--- src/rtl/cfgreg_pkg.sv ---
package cfgreg_pkg;

    parameter int ADDR_W     = 5;
    parameter int DATA_W     = 4;
    parameter int GRAY_W     = 3;
    parameter int COLOR_W    = 4;
    parameter int ROM_CYCLE  = 16;

    localparam int NUM_REGS    = 1 << ADDR_W;
    localparam int PAL_ENTRIES = 1 << COLOR_W;
    localparam int FLAT_W      = NUM_REGS * DATA_W;

    typedef enum logic {
        LOAD_HOST = 1'b0,
        LOAD_ROM  = 1'b1
    } load_mode_e;

    typedef struct packed {
        logic              en;
        logic [ADDR_W-1:0] addr;
        logic [DATA_W-1:0] data;
    } wr_req_t;

    function automatic logic [ADDR_W-1:0] step_addr(input logic [ADDR_W-1:0] a);
        return (a == ADDR_W'(NUM_REGS - 1)) ? '0 : a + 1'b1;
    endfunction

endpackage

--- src/rtl/cfgreg_rom_seq.sv ---
module cfgreg_rom_seq
    import cfgreg_pkg::*;
#(
    parameter int CYCLE = ROM_CYCLE
) (
    input  logic              clk,
    input  logic              rst,
    input  logic              enable,
    input  logic [DATA_W-1:0] rom_data_i,
    output logic [ADDR_W-1:0] addr_o,
    output wr_req_t           wr_o,
    output logic              done_o
);
    localparam int TICK_W = (CYCLE > 1) ? $clog2(CYCLE) : 1;
    localparam logic [TICK_W-1:0] LAST_TICK = TICK_W'(CYCLE - 1);

    logic [TICK_W-1:0] tick_q;
    logic [ADDR_W-1:0] addr_q;
    logic              done_q;
    logic              sample;

    assign sample = enable && (tick_q == LAST_TICK);

    always_ff @(posedge clk) begin
        if (rst) begin
            tick_q <= '0;
            addr_q <= '0;
            done_q <= 1'b0;
        end else if (enable) begin
            if (sample) begin
                tick_q <= '0;
                addr_q <= step_addr(addr_q);
                if (addr_q == ADDR_W'(NUM_REGS - 1)) begin
                    done_q <= 1'b1;
                end
            end else begin
                tick_q <= tick_q + 1'b1;
            end
        end
    end

    assign addr_o  = addr_q;
    assign done_o  = done_q;
    assign wr_o.en   = sample;
    assign wr_o.addr = addr_q;
    assign wr_o.data = rom_data_i;

endmodule

--- src/rtl/cfgreg_file.sv ---
module cfgreg_file
    import cfgreg_pkg::*;
(
    input  logic              clk,
    input  logic              rst,
    input  wr_req_t           wr_i,
    output logic [FLAT_W-1:0] flat_o
);
    for (genvar n = 0; n < NUM_REGS; n++) begin : g_reg
        logic [DATA_W-1:0] val_q;
        always_ff @(posedge clk) begin
            if (rst) begin
                val_q <= '0;
            end else if (wr_i.en && (wr_i.addr == ADDR_W'(n))) begin
                val_q <= wr_i.data;
            end
        end
        assign flat_o[n*DATA_W +: DATA_W] = val_q;
    end

endmodule

--- src/rtl/cfgreg_palette.sv ---
module cfgreg_palette
    import cfgreg_pkg::*;
(
    input  logic [FLAT_W-1:0]  flat_i,
    input  logic [COLOR_W-1:0] color_i,
    output logic [GRAY_W-1:0]  gray_o
);
    logic [GRAY_W-1:0] level [PAL_ENTRIES];

    for (genvar e = 0; e < PAL_ENTRIES; e++) begin : g_entry
        assign level[e] = flat_i[e*DATA_W +: GRAY_W];
    end

    assign gray_o = level[color_i];

endmodule

--- src/rtl/cfgreg_loader.sv ---
module cfgreg_loader
    import cfgreg_pkg::*;
(
    input  logic               clk,
    input  logic               rst,
    input  logic               rom_mode_i,
    input  logic               host_cs_i,
    input  logic               host_wr_i,
    input  logic [ADDR_W-1:0]  host_addr_i,
    input  logic [DATA_W-1:0]  host_data_i,
    output logic [ADDR_W-1:0]  rom_addr_o,
    output logic               addr_oe_o,
    input  logic [DATA_W-1:0]  rom_data_i,
    output logic               load_done_o,
    input  logic [COLOR_W-1:0] color_i,
    output logic [GRAY_W-1:0]  gray_o,
    output logic [FLAT_W-1:0]  cfg_o
);
    load_mode_e        mode_q;
    logic              rom_en;
    logic [ADDR_W-1:0] seq_addr;
    logic              seq_done;
    wr_req_t           seq_wr;
    wr_req_t           host_wr;
    wr_req_t           wr_sel;

    always_ff @(posedge clk) begin
        if (rst) begin
            mode_q <= load_mode_e'(rom_mode_i);
        end
    end

    assign rom_en = (mode_q == LOAD_ROM);

    assign host_wr.en   = host_cs_i && host_wr_i;
    assign host_wr.addr = host_addr_i;
    assign host_wr.data = host_data_i;

    cfgreg_rom_seq #(.CYCLE(ROM_CYCLE)) u_seq (
        .clk        (clk),
        .rst        (rst),
        .enable     (rom_en),
        .rom_data_i (rom_data_i),
        .addr_o     (seq_addr),
        .wr_o       (seq_wr),
        .done_o     (seq_done)
    );

    always_comb begin
        if (rom_en) begin
            wr_sel = seq_wr;
        end else begin
            wr_sel = host_wr;
        end
    end

    cfgreg_file u_file (
        .clk    (clk),
        .rst    (rst),
        .wr_i   (wr_sel),
        .flat_o (cfg_o)
    );

    cfgreg_palette u_pal (
        .flat_i  (cfg_o),
        .color_i (color_i),
        .gray_o  (gray_o)
    );

    assign rom_addr_o  = rom_en ? seq_addr : '0;
    assign addr_oe_o   = rom_en;
    assign load_done_o = rom_en && seq_done;

endmodule

--- config.mk ---
export PLATFORM = sky130hd
export DESIGN_NAME = cfgreg_loader
export DESIGN_NICKNAME = d
export VERILOG_FILES = /design/src/rtl/cfgreg_pkg.sv /design/src/rtl/cfgreg_rom_seq.sv /design/src/rtl/cfgreg_file.sv /design/src/rtl/cfgreg_palette.sv /design/src/rtl/cfgreg_loader.sv
export SDC_FILE = /design/constraint.sdc
export NUM_CORES = 1
export LEC_CHECK = 0
export BUFFER_PORTS_ARGS = -buffer_cell sky130_fd_sc_hd__buf_2
export CAP_MARGIN = 20
export CORE_MARGIN = 2
export CORE_UTILIZATION = 57
export CTS_CLUSTER_SIZE = 16
export DETAILED_ROUTE_END_ITERATION = 8
export PLACE_DENSITY = 0.85
export SYNTH_ARGS = -nofsm -noshare
export SYNTH_HDL_FRONTEND = slang
export SYNTH_HIERARCHICAL = 1
export SYNTH_SLANG_ARGS = --single-unit
--- constraint.sdc ---
create_clock -name clk -period 3.3 [get_ports clk]
set_clock_uncertainty 0.05 [all_clocks]
set_input_delay 0.33 -clock clk [delete_from_list [all_inputs] [get_ports clk]]
set_output_delay 0.33 -clock clk [all_outputs]
set_load 0.01 [all_outputs]
# Yosys cells after proc, flatten, opt, wreduce, memory -nomap -nowiden
# Index checks and enable logic that the tools add are counted.
[totals]
elab_cells = 118
mem_bits_rw = 0
romBits = 0
inputBits = 22
out_inout_bits = 138
mem_count = 0
latchBits = 0
ff_bits = 139
[classes]
bitwise = 1
div = 0
shift = 0
n_addsub = 2
n_eq_ne = 33
reduce_logical = 38
multipliers = 0
magnitude_cmp = 1
n_mux = 7
[ops]
columns = ["operator", "count"]
rows = [
  ["5-bit == test, second input constant", 17],
  ["5-bit by 4-bit == test with 1-bit output, second input constant", 8],
  ["1-bit logical AND", 35],
  ["5-bit by 3-bit == test with 1-bit output, second input constant", 4],
  ["3-bit binary-select mux with 4-bit select", 1],
  ["5-bit by 2-bit == test with 1-bit output, second input constant", 2],
  ["10-bit 2-to-1 mux", 1],
  ["5-bit 2-to-1 mux", 2],
  ["3-bit 2-to-1 mux", 2],
  ["5-bit by 1-bit adder with 5-bit output, second input constant", 1],
  ["5-bit by 1-bit == test with 1-bit output, second input constant", 1],
  ["5-bit greater-or-equal comparator, second input constant", 1],
  ["5-bit logical NOT", 1],
  ["4-bit NOT with 5-bit output", 1],
  ["4-bit by 1-bit adder with 4-bit output, second input constant", 1],
  ["4-bit == test, second input constant", 1],
  ["4-bit 2-to-1 mux", 1],
  ["3-bit AND reduction", 1],
  ["2-bit AND reduction", 1],
]

# Depth between registers and ports, before layout
# Gate-level depths: netlist of the first run.
[logic_depth]
ltp_word = 5
mapped_depth = 10
depth_no_buf = 8

# Hierarchy
# Netlist of the first run, hierarchy kept.
[by_module_without_submodules]
columns = ["mod", "n_inst", "cells_per_inst", "area_per_inst_um2", "seq_area_each_um2"]
rows = [
  ["cfgreg_file", 1, 462, 5046.1, 2562.5],
  ["cfgreg_rom_seq", 1, 62, 521.8, 200.2],
  ["cfgreg_palette", 1, 29, 400.4, 0.0],
  ["cfgreg_loader", 1, 21, 222.7, 30.0],
]

# Worst setup path after synthesis of the first run
# No wires, ideal clock.
[synth_timing]
path_kind = "register to register"
from = "reg u_seq.tick_q[0]"
to = "reg u_file.g_reg[0].val_q[0]"
period_less_slack_ns = 2.051
stages_incl_launch_ff = 11
slack_ns = 1.249
setup_time_ns = 0.124
arrival_time_ns = 1.877
required_ns = 3.126
n_path_buf = 2
path_cell_list = "dfxtp_1 -> ha_1 -> nand4_1 -> buf_2 -> inv_1 -> buf_4 -> nand2_1 -> o21ai_0 -> nor4b_4 -> nand2_1 -> mux2i_1"
[synth_rtl]
columns = ["item", "line_no", "rtl"]
rows = [
  ["start, declared", "cfgreg_rom_seq.sv:17", "logic [TICK_W-1:0] tick_q;"],
  ["start signal, assigned", "cfgreg_rom_seq.sv:37", "tick_q <= tick_q + 1'b1;"],
  ["end signal, assigned", "cfgreg_file.sv:15", "val_q <= wr_i.data;"],
  ["end, declared", "cfgreg_file.sv:10", "logic [DATA_W-1:0] val_q;"],
]

==> results, run 1 <==
- The max-capacitance violation count is 0.
- The placed wire-length estimate after detailed placement is between 10 and 15 mm.
- Input and output buffers added on the ports amount to 159.
- The end of the worst hold path is u_file/g_reg[28].val_q[0]$_SDFFE_PP0P_.
- CTS built an H-tree with a depth of 4.
- The worst-case IR drop observed on VDD is around 0.32 mV.
- Across all hold checks on the routed design, the worst slack comes to between 150 and 200 ps.
- The number of top-level pins is 160.
- The routed length per instance is ~19 um.
- The post-CTS setup buffer count is 0.
- The average via count per standard cell is 5.46.
- The floorplan step set the die width to 108 um.
- The number of antenna violations at the first check in global routing was 0.
- In this run the critical register-to-register path is captured at u_file/g_reg[0].val_q[3]$_SDFFE_PP0P_.
- The synthesized cell area is around 6200 sq um.
- The clock transition time at the flip-flop clock pins of the worst setup and hold paths is 60 ps.
- The share of total power dissipated in sequential elements is 41.9%.
- At the later pin of the worst-skew pair, clock insertion delay measures around 520 ps.
- The first global-routing pass estimated approximately 25 mm of wire.
- The switching power summed over all nets is 824 uW.
- The detailed router placed 4731 vias in this run.
- The maximum clock path buffer count is 2.
- The fraction of registers with async set/reset is 0%.
- Wires add up to ~16 mm.
- The cell count after synthesis came out at 574.
- The largest driver fanout on the critical path is 15.
- The switching part of the total power is 20.3%.
- Once routing completed, OpenROAD measured the worst setup slack at between 400 and 500 ps.
- The leakage dissipation is 4.14 nW.
- The register area share after synthesis is 45.1%.
- The TritonCTS clock tree is built.
- The internal portion of the total power is 3.23 mW.
- The fraction of layout cells with a size suffix above 1 is between 30% and 40%.
- The synthesized area per cell is 10.8 sq um.
- In the layout the commonest cells are sky130_fd_sc_hd__buf_2 (159), sky130_fd_sc_hd__dfxtp_1 (138), sky130_fd_sc_hd__nand2b_1 (134).
- The flip-flop cell with the highest count after synthesis is sky130_fd_sc_hd__dfxtp_1.
- The net count of the finished layout is ~740.
- Compared with the post-synthesis result, the final layout area differs by 23.5%.
- The number of global-route vias before repair is ~4800.
- The floorplan step defined a die boundary enclosing ~12000 sq um.
- The category of the worst setup path launch point is a register.
- The count of final hold-check violations is 0.
- The number of flip-flops and latches in the synthesized netlist is 139.
- The origin of the worst min-delay path is rst.
- The final setup TNS is 0 ps.
- After the first detailed-routing iteration, the DRC count stood at around 320.
- The aggregate global routing overflow is 0.
- Measured along the y axis, the die boundary spans around 110 um.
- The slew at the pin with the worst max-slew slack is 1010 ps.
- The required time reported for the critical path endpoint is roughly 3600 ps.
- Combinational logic burns roughly 4.7% of the power.
- During synthesis, Yosys emitted a total of 6 warnings.
- The count of standard-cell rows is 38.
- Yosys mapped a number of flops with a built-in enable equal to 1.
- The maximum cell stage delay along the critical path is 640 ps.
- The net count after synthesis is between 500 and 600.
- The post-placement cell count is 834.
- The total of endpoints with negative setup slack in the final report is 0.
- Timing would allow up to 345 MHz.
- For this run, the detailed router's first-pass iteration total came to 5.
- The slowest cell on the critical path is sky130_fd_sc_hd__edfxtp_1.
- Setup slack on the worst reg-to-reg path comes out at 400 ps.
- The number of different library cells used by synthesis comes to 39.
- Of the available clock period, the critical path in the final layout requires 87.8%.
- The initial core utilization is between 50% and 60%.
- The max-slew headroom at the worst pin is around a third.
- Traced cell by cell, the critical path runs through nand4_1 -> inv_1 -> nand2_1 -> o21ai_0 -> nor4b_4 -> nand2_1 -> mux2i_1.
- The remaining antenna violation count after routing is 0.
- The tree is rooted in a sky130_fd_sc_hd__clkbuf_8.
- At the worst endpoint, the arrival time is 3200 ps.
- Along the worst hold path, the cell count comes to 3.
- 0 antenna diodes ended up in the layout.
- In the global route stage, overall resource usage came out at 28.4%.
- Entering global routing, the biggest net connects 136 pins.
- The finished layout holds about 870 standard cells, fillers aside.
- Setup repair after global routing left no endpoint under its margin.
- The start-to-end type of the worst setup path is register to register.
- STA classifies the critical path endpoint as a register.
- Gates resized during post-CTS repair numbered 0.
- The cell count of the worst reg-to-reg path is 7.
- For this run, design rule violations remaining after detail routing come to 0.
- The path class of the tightest hold or removal check is input pin to register.
- The worst register-to-register path begins at addr_oe_o$_DFFE_PP_.
- The max-slew violation count is 0.
- The ratio of total power to cell area is around 530 nW/um^2.
- The TritonCTS sink count is 139.
- The most common cell after layout, fill and taps aside is sky130_fd_sc_hd__buf_2.
- The core area is 10700 sq um.
- The total CTS buffers is 17.
- The cell occurring most often along the worst timing path is sky130_fd_sc_hd__nand2_1.
- The flow ran to the end, and the final reports show no timing, DRC or antenna violations.
- Timing analysis after detailed placement gives a worst setup slack of 530 ps.
- Subtracting the final worst setup slack from the clock period gives 2900 ps.
- Routability-driven placement finished with a final weighted congestion of 0.823.
- The clock network burns 53.4% of the power.
-- what timing repair did --
item | CTS | global route
hold buffers | 1 | 0
hold endpoints to repair | 1 | 0
endpoints found under the setup margin | 0 | 0
-- cell usage after synthesis, types with 2 or more instances --
cell type | count | area share, %
sky130_fd_sc_hd__a21oi_1 | 9 | 0.73
sky130_fd_sc_hd__a22oi_1 | 2 | 0.24
sky130_fd_sc_hd__and2_1 | 2 | 0.20
sky130_fd_sc_hd__and2_2 | 6 | 0.73
sky130_fd_sc_hd__and4b_1 | 3 | 0.49
sky130_fd_sc_hd__and4bb_2 | 3 | 0.61
sky130_fd_sc_hd__buf_2 | 16 | 1.3
sky130_fd_sc_hd__buf_4 | 10 | 1.2
sky130_fd_sc_hd__buf_6 | 2 | 0.36
sky130_fd_sc_hd__clkbuf_1 | 16 | 0.97
sky130_fd_sc_hd__dfxtp_1 | 138 | 45
sky130_fd_sc_hd__ha_1 | 3 | 0.61
sky130_fd_sc_hd__mux2_2 | 7 | 1.3
sky130_fd_sc_hd__mux2_4 | 2 | 0.49
sky130_fd_sc_hd__mux2i_1 | 128 | 21
sky130_fd_sc_hd__mux4_1 | 8 | 3.4
sky130_fd_sc_hd__mux4_2 | 4 | 1.5
sky130_fd_sc_hd__nand2_1 | 42 | 2.5
sky130_fd_sc_hd__nand2b_1 | 134 | 14
sky130_fd_sc_hd__nand3_1 | 9 | 0.73
sky130_fd_sc_hd__nand3b_1 | 2 | 0.24
sky130_fd_sc_hd__nor2_1 | 6 | 0.36
sky130_fd_sc_hd__nor2b_1 | 4 | 0.40
sky130_fd_sc_hd__o21ai_0 | 3 | 0.24
-- worst max path at each step --
stage	start	to	slack [ps]
final	addr_oe_o$_DFFE_PP_	u_file/g_reg[0].val_q[3]$_SDFFE_PP0P_	400
after global routing	addr_oe_o$_DFFE_PP_	u_file/g_reg[0].val_q[3]$_SDFFE_PP0P_	200
after CTS	addr_oe_o$_DFFE_PP_	u_file/g_reg[0].val_q[3]$_SDFFE_PP0P_	470
after detailed placement	addr_oe_o$_DFFE_PP_	u_file/g_reg[0].val_q[3]$_SDFFE_PP0P_	530
after global placement	addr_oe_o$_DFFE_PP_	u_file/g_reg[0].val_q[3]$_SDFFE_PP0P_	670
after floorplan	u_seq/tick_q[0]$_SDFFE_PP0P_	u_file/g_reg[0].val_q[0]$_SDFFE_PP0P_	1250
-- through the flow --
step	cell area [sq um]	util (%)	power [mW]
finish	7640	71.5	4.05
global route	7640	71.5	4.15
CTS	7640	71.5	4.07
detailed placement	6950	65.0	1.92
global placement	6950	65.0	1.92
floorplan	6190	-	1.87
-- power groups by stage --
stage	clock [mW]	sequential [mW]	combinational, mW
finish	2.16	1.70	0.190
global route	2.25	1.70	0.203
CTS	2.18	1.70	0.189
detailed placement	0	1.73	0.187
global placement	0	1.73	0.184
floorplan	0	1.73	0.139
-- logic make-up after synthesis --
logic type               count (synthesis)  share of synthesized area (%)
AND/OR/NAND/NOR                        219                           21.0
multiplexers                           149                           27.3
flip-flops                             139                           45.1
buffers and inverters                   46                           4.14
AO/OA/AOI/OAI                           17                           1.66
adder cells (fa/ha/maj)                  3                          0.606
XOR/XNOR                                 1                          0.141
-- critical path: cells and delay by family (launching register included) --
family                 cells  cell delay [ps]
multiplexers               1              190
flip-flops                 1              640
AO/OA/AOI/OAI              1              280
AND/OR/NAND/NOR            4             1320
buffers and inverters      1              250
-- registers in the layout, summed over array words and instances (netlist names) --
| name | count |
|---|---|
| addr_oe_o | 1 |
| u_file/g.val_q | 128 |
| u_seq/addr_o | 5 |
| u_seq/done_o | 1 |
| u_seq/tick_q | 4 |
-- routing by layer --
layer  up-vias  share of wire, %  track usage [%]
met2       169                49             47.7
met4         0               2.5             10.9
met5         -                 0                0
met3        34               6.6             8.50
met1      2294                42             34.4
li1       2234                 -                -
-- area by class of cell --
| cell class | count | area [sq um] |
|---|---|---|
| Timing Repair Buffer | 166 | 851 |
| Clock inverter | 10 | 210 |
| Tap cell | 140 | 175 |
| Clock buffer | 21 | 469 |
| Inverter | 1 | 3.75 |
| Sequential cell | 139 | 2790 |
| Fill cell | 779 | 3050 |
| Multi-Input combinational cell | 389 | 3140 |
No activity file was read; power rests on OpenSTA's default activity.
==> run 2, diff against run 1 <==
--- a/config.mk
+++ b/config.mk
@@ -7,11 +7,13 @@
 export LEC_CHECK = 0
 export BUFFER_PORTS_ARGS = -buffer_cell sky130_fd_sc_hd__buf_2
 export CAP_MARGIN = 20
+export CELL_PAD_IN_SITES_DETAIL_PLACEMENT = 1
+export CELL_PAD_IN_SITES_GLOBAL_PLACEMENT = 1
 export CORE_MARGIN = 2
-export CORE_UTILIZATION = 57
+export CORE_UTILIZATION = 44
 export CTS_CLUSTER_SIZE = 16
 export DETAILED_ROUTE_END_ITERATION = 8
-export PLACE_DENSITY = 0.85
+export PLACE_DENSITY_LB_ADDON = 0.1
 export SYNTH_ARGS = -nofsm -noshare
 export SYNTH_HDL_FRONTEND = slang
 export SYNTH_HIERARCHICAL = 1
==> run 2 against run 1 <==
Compared with the run above: cell count rose by 5.1%; hold slack got worse by 120 ps; utilization fell by 16 points; clock power fell by 8%; critical endpoint is now u_file/g_reg[29].val_q[2]$_SDFFE_PP0P_; first-iteration DRC count fell by 47%; sequential cell count did not move; wire length rose by 12%; via count rose by 0.21%; sequential share of layout area fell by 0.060 points; non-clock buffer count rose by 3; register-to-register slack improved by 350 ps; global-route usage fell by 3.5 points.
==> results, run 2 (same netlist as run 1, synthesis figures left out) <==
- Setup repair after global routing left no endpoint under its margin.
- The count of nets left with antenna violations once routing finished came out at 0.
- The number of top-level pins is 160.
- The clock passes through at most 2 buffers.
- At the end of routability-driven placement, the weighted congestion stood at 0.779.
- The TritonCTS clock tree is built.
- Timing analysis after detailed placement gives a worst setup slack of slightly above 800 ps.
- The number of search-and-repair iterations in the first detailed-routing pass is 4.
- The repair_antennas step left the layout with diodes totalling 0.
- The first global-routing pass estimated approximately 28 mm of wire.
- The max-capacitance violation count is 0.
- The setup slack on the worst flop-to-flop path is 750 ps.
- The fmax is 393 MHz.
- The end point of the critical path is u_file/g_reg[29].val_q[2]$_SDFFE_PP0P_.
- The leakage dissipation is about 4.1 nW.
- The launch point of the worst path is u_seq/tick_q[0]$_SDFFE_PP0P_.
- The clock drives 139 sinks.
- The max-slew violation count is 0.
- Measured in cells, the most critical reg-to-reg path has a length of 9.
- The post-CTS setup buffer count is 0.
- The final standard cell count with taps included and fillers excluded is between 900 and 1000.
- Including well taps, the total number of placed cells is slightly below 900.
- In this run the critical register-to-register path is launched from u_seq/tick_q[0]$_SDFFE_PP0P_.
- At the worst endpoint, the arrival time is 2780 ps.
- Global routing used roughly 43% of the available met2 tracks.
- The min-delay analysis places its worst path in the category input pin to register.
- The number of nets in the finished design is 742.
- Across the VDD grid, the largest voltage drop is 0.344 mV.
- From left edge to right edge, the die measures ~120 um.
- STA classifies the critical path startpoint as a register.
- For this run, global-route usage on met1 was measured as 29.7%.
- The fraction of layout cells with a size suffix above 1 is 30.7%.
- The max-slew headroom at the worst pin is between 40% and 50%.
- Ranked by flip-flop count, first place goes to u_file/g.val_q.
- The ratio of total power to cell area is 506 nW/um^2.
- The number of global-route vias before repair is 4943.
- The time the final worst path needs with I/O delays and setup is around 2500 ps.
- The final worst slack is 753 ps.
- The later-pin clock latency in the skew report is 420 ps.
- The hold-fix buffer count after cts is 0.
- The average via count per standard cell is 5.21.
- The routed length per instance is around 20 um.
- For this run, design rule violations remaining after detail routing come to 0.
- The die outline area is about 15000 sq um.
- At the pin with the least slew margin, the transition time is 752 ps.
- The port buffer count is 159.
- The library cell used most frequently in the layout, excluding fill and tap cells, is sky130_fd_sc_hd__buf_2.
- By startpoint and endpoint, the worst setup path is classified as register to register.
- The largest driver fanout on the critical path is 11.
- The required time reported for the critical path endpoint is roughly 3500 ps.
- The global routing stage identified its most utilized layer as met2.
- The worst register-to-register path ends at u_file/g_reg[29].val_q[2]$_SDFFE_PP0P_.
- The number of filler cells placed in the layout is 1580.
- CTS built an H-tree with a depth of 4.
- Gates resized during post-CTS repair numbered 0.
- Summed over all nets, the half-perimeter wirelength after detailed placement is 12.8 mm.
- The portion of the clock cycle consumed by the worst path in the final layout is 77.2%.
- Clock-pin slew was measured on the worst setup and hold paths at 60 ps.
- In this run the vertical extent of the chip is ~120 um.
- Entering global routing, the biggest net connects roughly 70 pins.
- For this block, the routed nets add up to between 15 and 20 mm of wire.
- The count of final hold-check violations is 0.
- The final core area utilization is 55.4%.
- The global-route usage over all layers is 24.9%.
- The flip-flop count of the largest register after layout is 128.
- The initialized floorplan defines 43 standard-cell rows.
- The core area is 13800 sq um.
- The number of antenna violations at the first check in global routing is 0.
- The number of DRC markers after the initial detailed-route iteration is approximately 170.
- For this run, global-route usage on met3 was measured as 6.37%.
- In the final timing run, aggregate negative setup slack is 0 ps.
- The flow ran to the end, and the final reports show no timing, DRC or antenna violations.
- For this configuration, the core starts out at a cell density of between 40% and 50%.
- Leaving out fill and tap cells, the most frequent cells in the layout are sky130_fd_sc_hd__buf_2 (159), sky130_fd_sc_hd__dfxtp_1 (138), sky130_fd_sc_hd__nand2b_1 (134).
- The total design power is just under 4 mW.
- Setup violations remaining at the end of the flow were counted as 0.
- The worst setup path is captured at a register.
- Summed over all layers, the global routing overflow is 0.
- The number of clock buffers added by TritonCTS is 17.
- Compared with the post-synthesis result, the final layout area differs by 23.7%.
- The root buffer selected by CTS is sky130_fd_sc_hd__clkbuf_16.
- The via count of the routed design is roughly 4700.
run 2: cell count changes in the layout (fill, tap and decap cells not counted), moves of 2 or more:
cell,delta
sky130_fd_sc_hd__clkinv_2,+4
sky130_fd_sc_hd__clkbuf_8,-2
sky130_fd_sc_hd__buf_4,+3
sky130_fd_sc_hd__bufinv_16,-3
run 2: layout make-up:
cell class / count / area (sq um) / share of cell area, %
Clock buffer: 21 / 470 / 6.14
Clock inverter: 11 / 139 / 1.81
Inverter: 1 / 3.75 / 0.0490
Multi-Input combinational cell: 389 / 3140 / 41.0
Sequential cell: 139 / 2790 / 36.5
Tap cell: 180 / 225 / 2.94
Timing Repair Buffer: 169 / 883 / 11.5
run 2: metal layers:
layer	share of wire [%]	wire length, um
met2	50	9130
met3	4.7	863
met1	43	7870
met5	0	0
met4	2.0	373
run 2: report_power, final:
group	internal, mW	switching (mW)	total (mW)	leakage, nW
clock	1.25	0.730	1.98	0.308
combinational	0.0821	0.121	0.203	2.71
sequential	1.69	0.00889	1.70	1.12
run 2: worst max-delay path, cell delays in order (launching register included):
cell                      delay [ps]
sky130_fd_sc_hd__dfxtp_1         390
sky130_fd_sc_hd__ha_1            220
sky130_fd_sc_hd__nand4_1         110
sky130_fd_sc_hd__buf_4           200
sky130_fd_sc_hd__inv_1           120
sky130_fd_sc_hd__nand2_1          60
sky130_fd_sc_hd__o21ai_0         290
sky130_fd_sc_hd__and4b_1         510
sky130_fd_sc_hd__nand2_1         270
sky130_fd_sc_hd__mux2i_1         180
run 2: through the flow:
| step | hold WS (ps) | instance area [sq um] |
|---|---|---|
| after floorplan | 379 | 6190 |
| after detailed placement | 415 | 7050 |
| after global placement | 408 | 7050 |
| after global routing | 35.8 | 7660 |
| final | 55.3 | 7660 |
| after CTS | 35.8 | 7660 |
run 2: how the worst min path moves through the flow:
stage,start,to,cells past startpoint
after floorplan,rom_mode_i,addr_oe_o$_DFFE_PP_,0
after global placement,u_file/g_reg[21].val_q[1]$_SDFFE_PP0P_,u_file/g_reg[21].val_q[1]$_SDFFE_PP0P_,2
after detailed placement,u_file/g_reg[25].val_q[3]$_SDFFE_PP0P_,u_file/g_reg[25].val_q[3]$_SDFFE_PP0P_,2
after CTS,rom_mode_i,addr_oe_o$_DFFE_PP_,1
after global routing,rom_mode_i,addr_oe_o$_DFFE_PP_,1
final,rom_mode_i,addr_oe_o$_DFFE_PP_,1
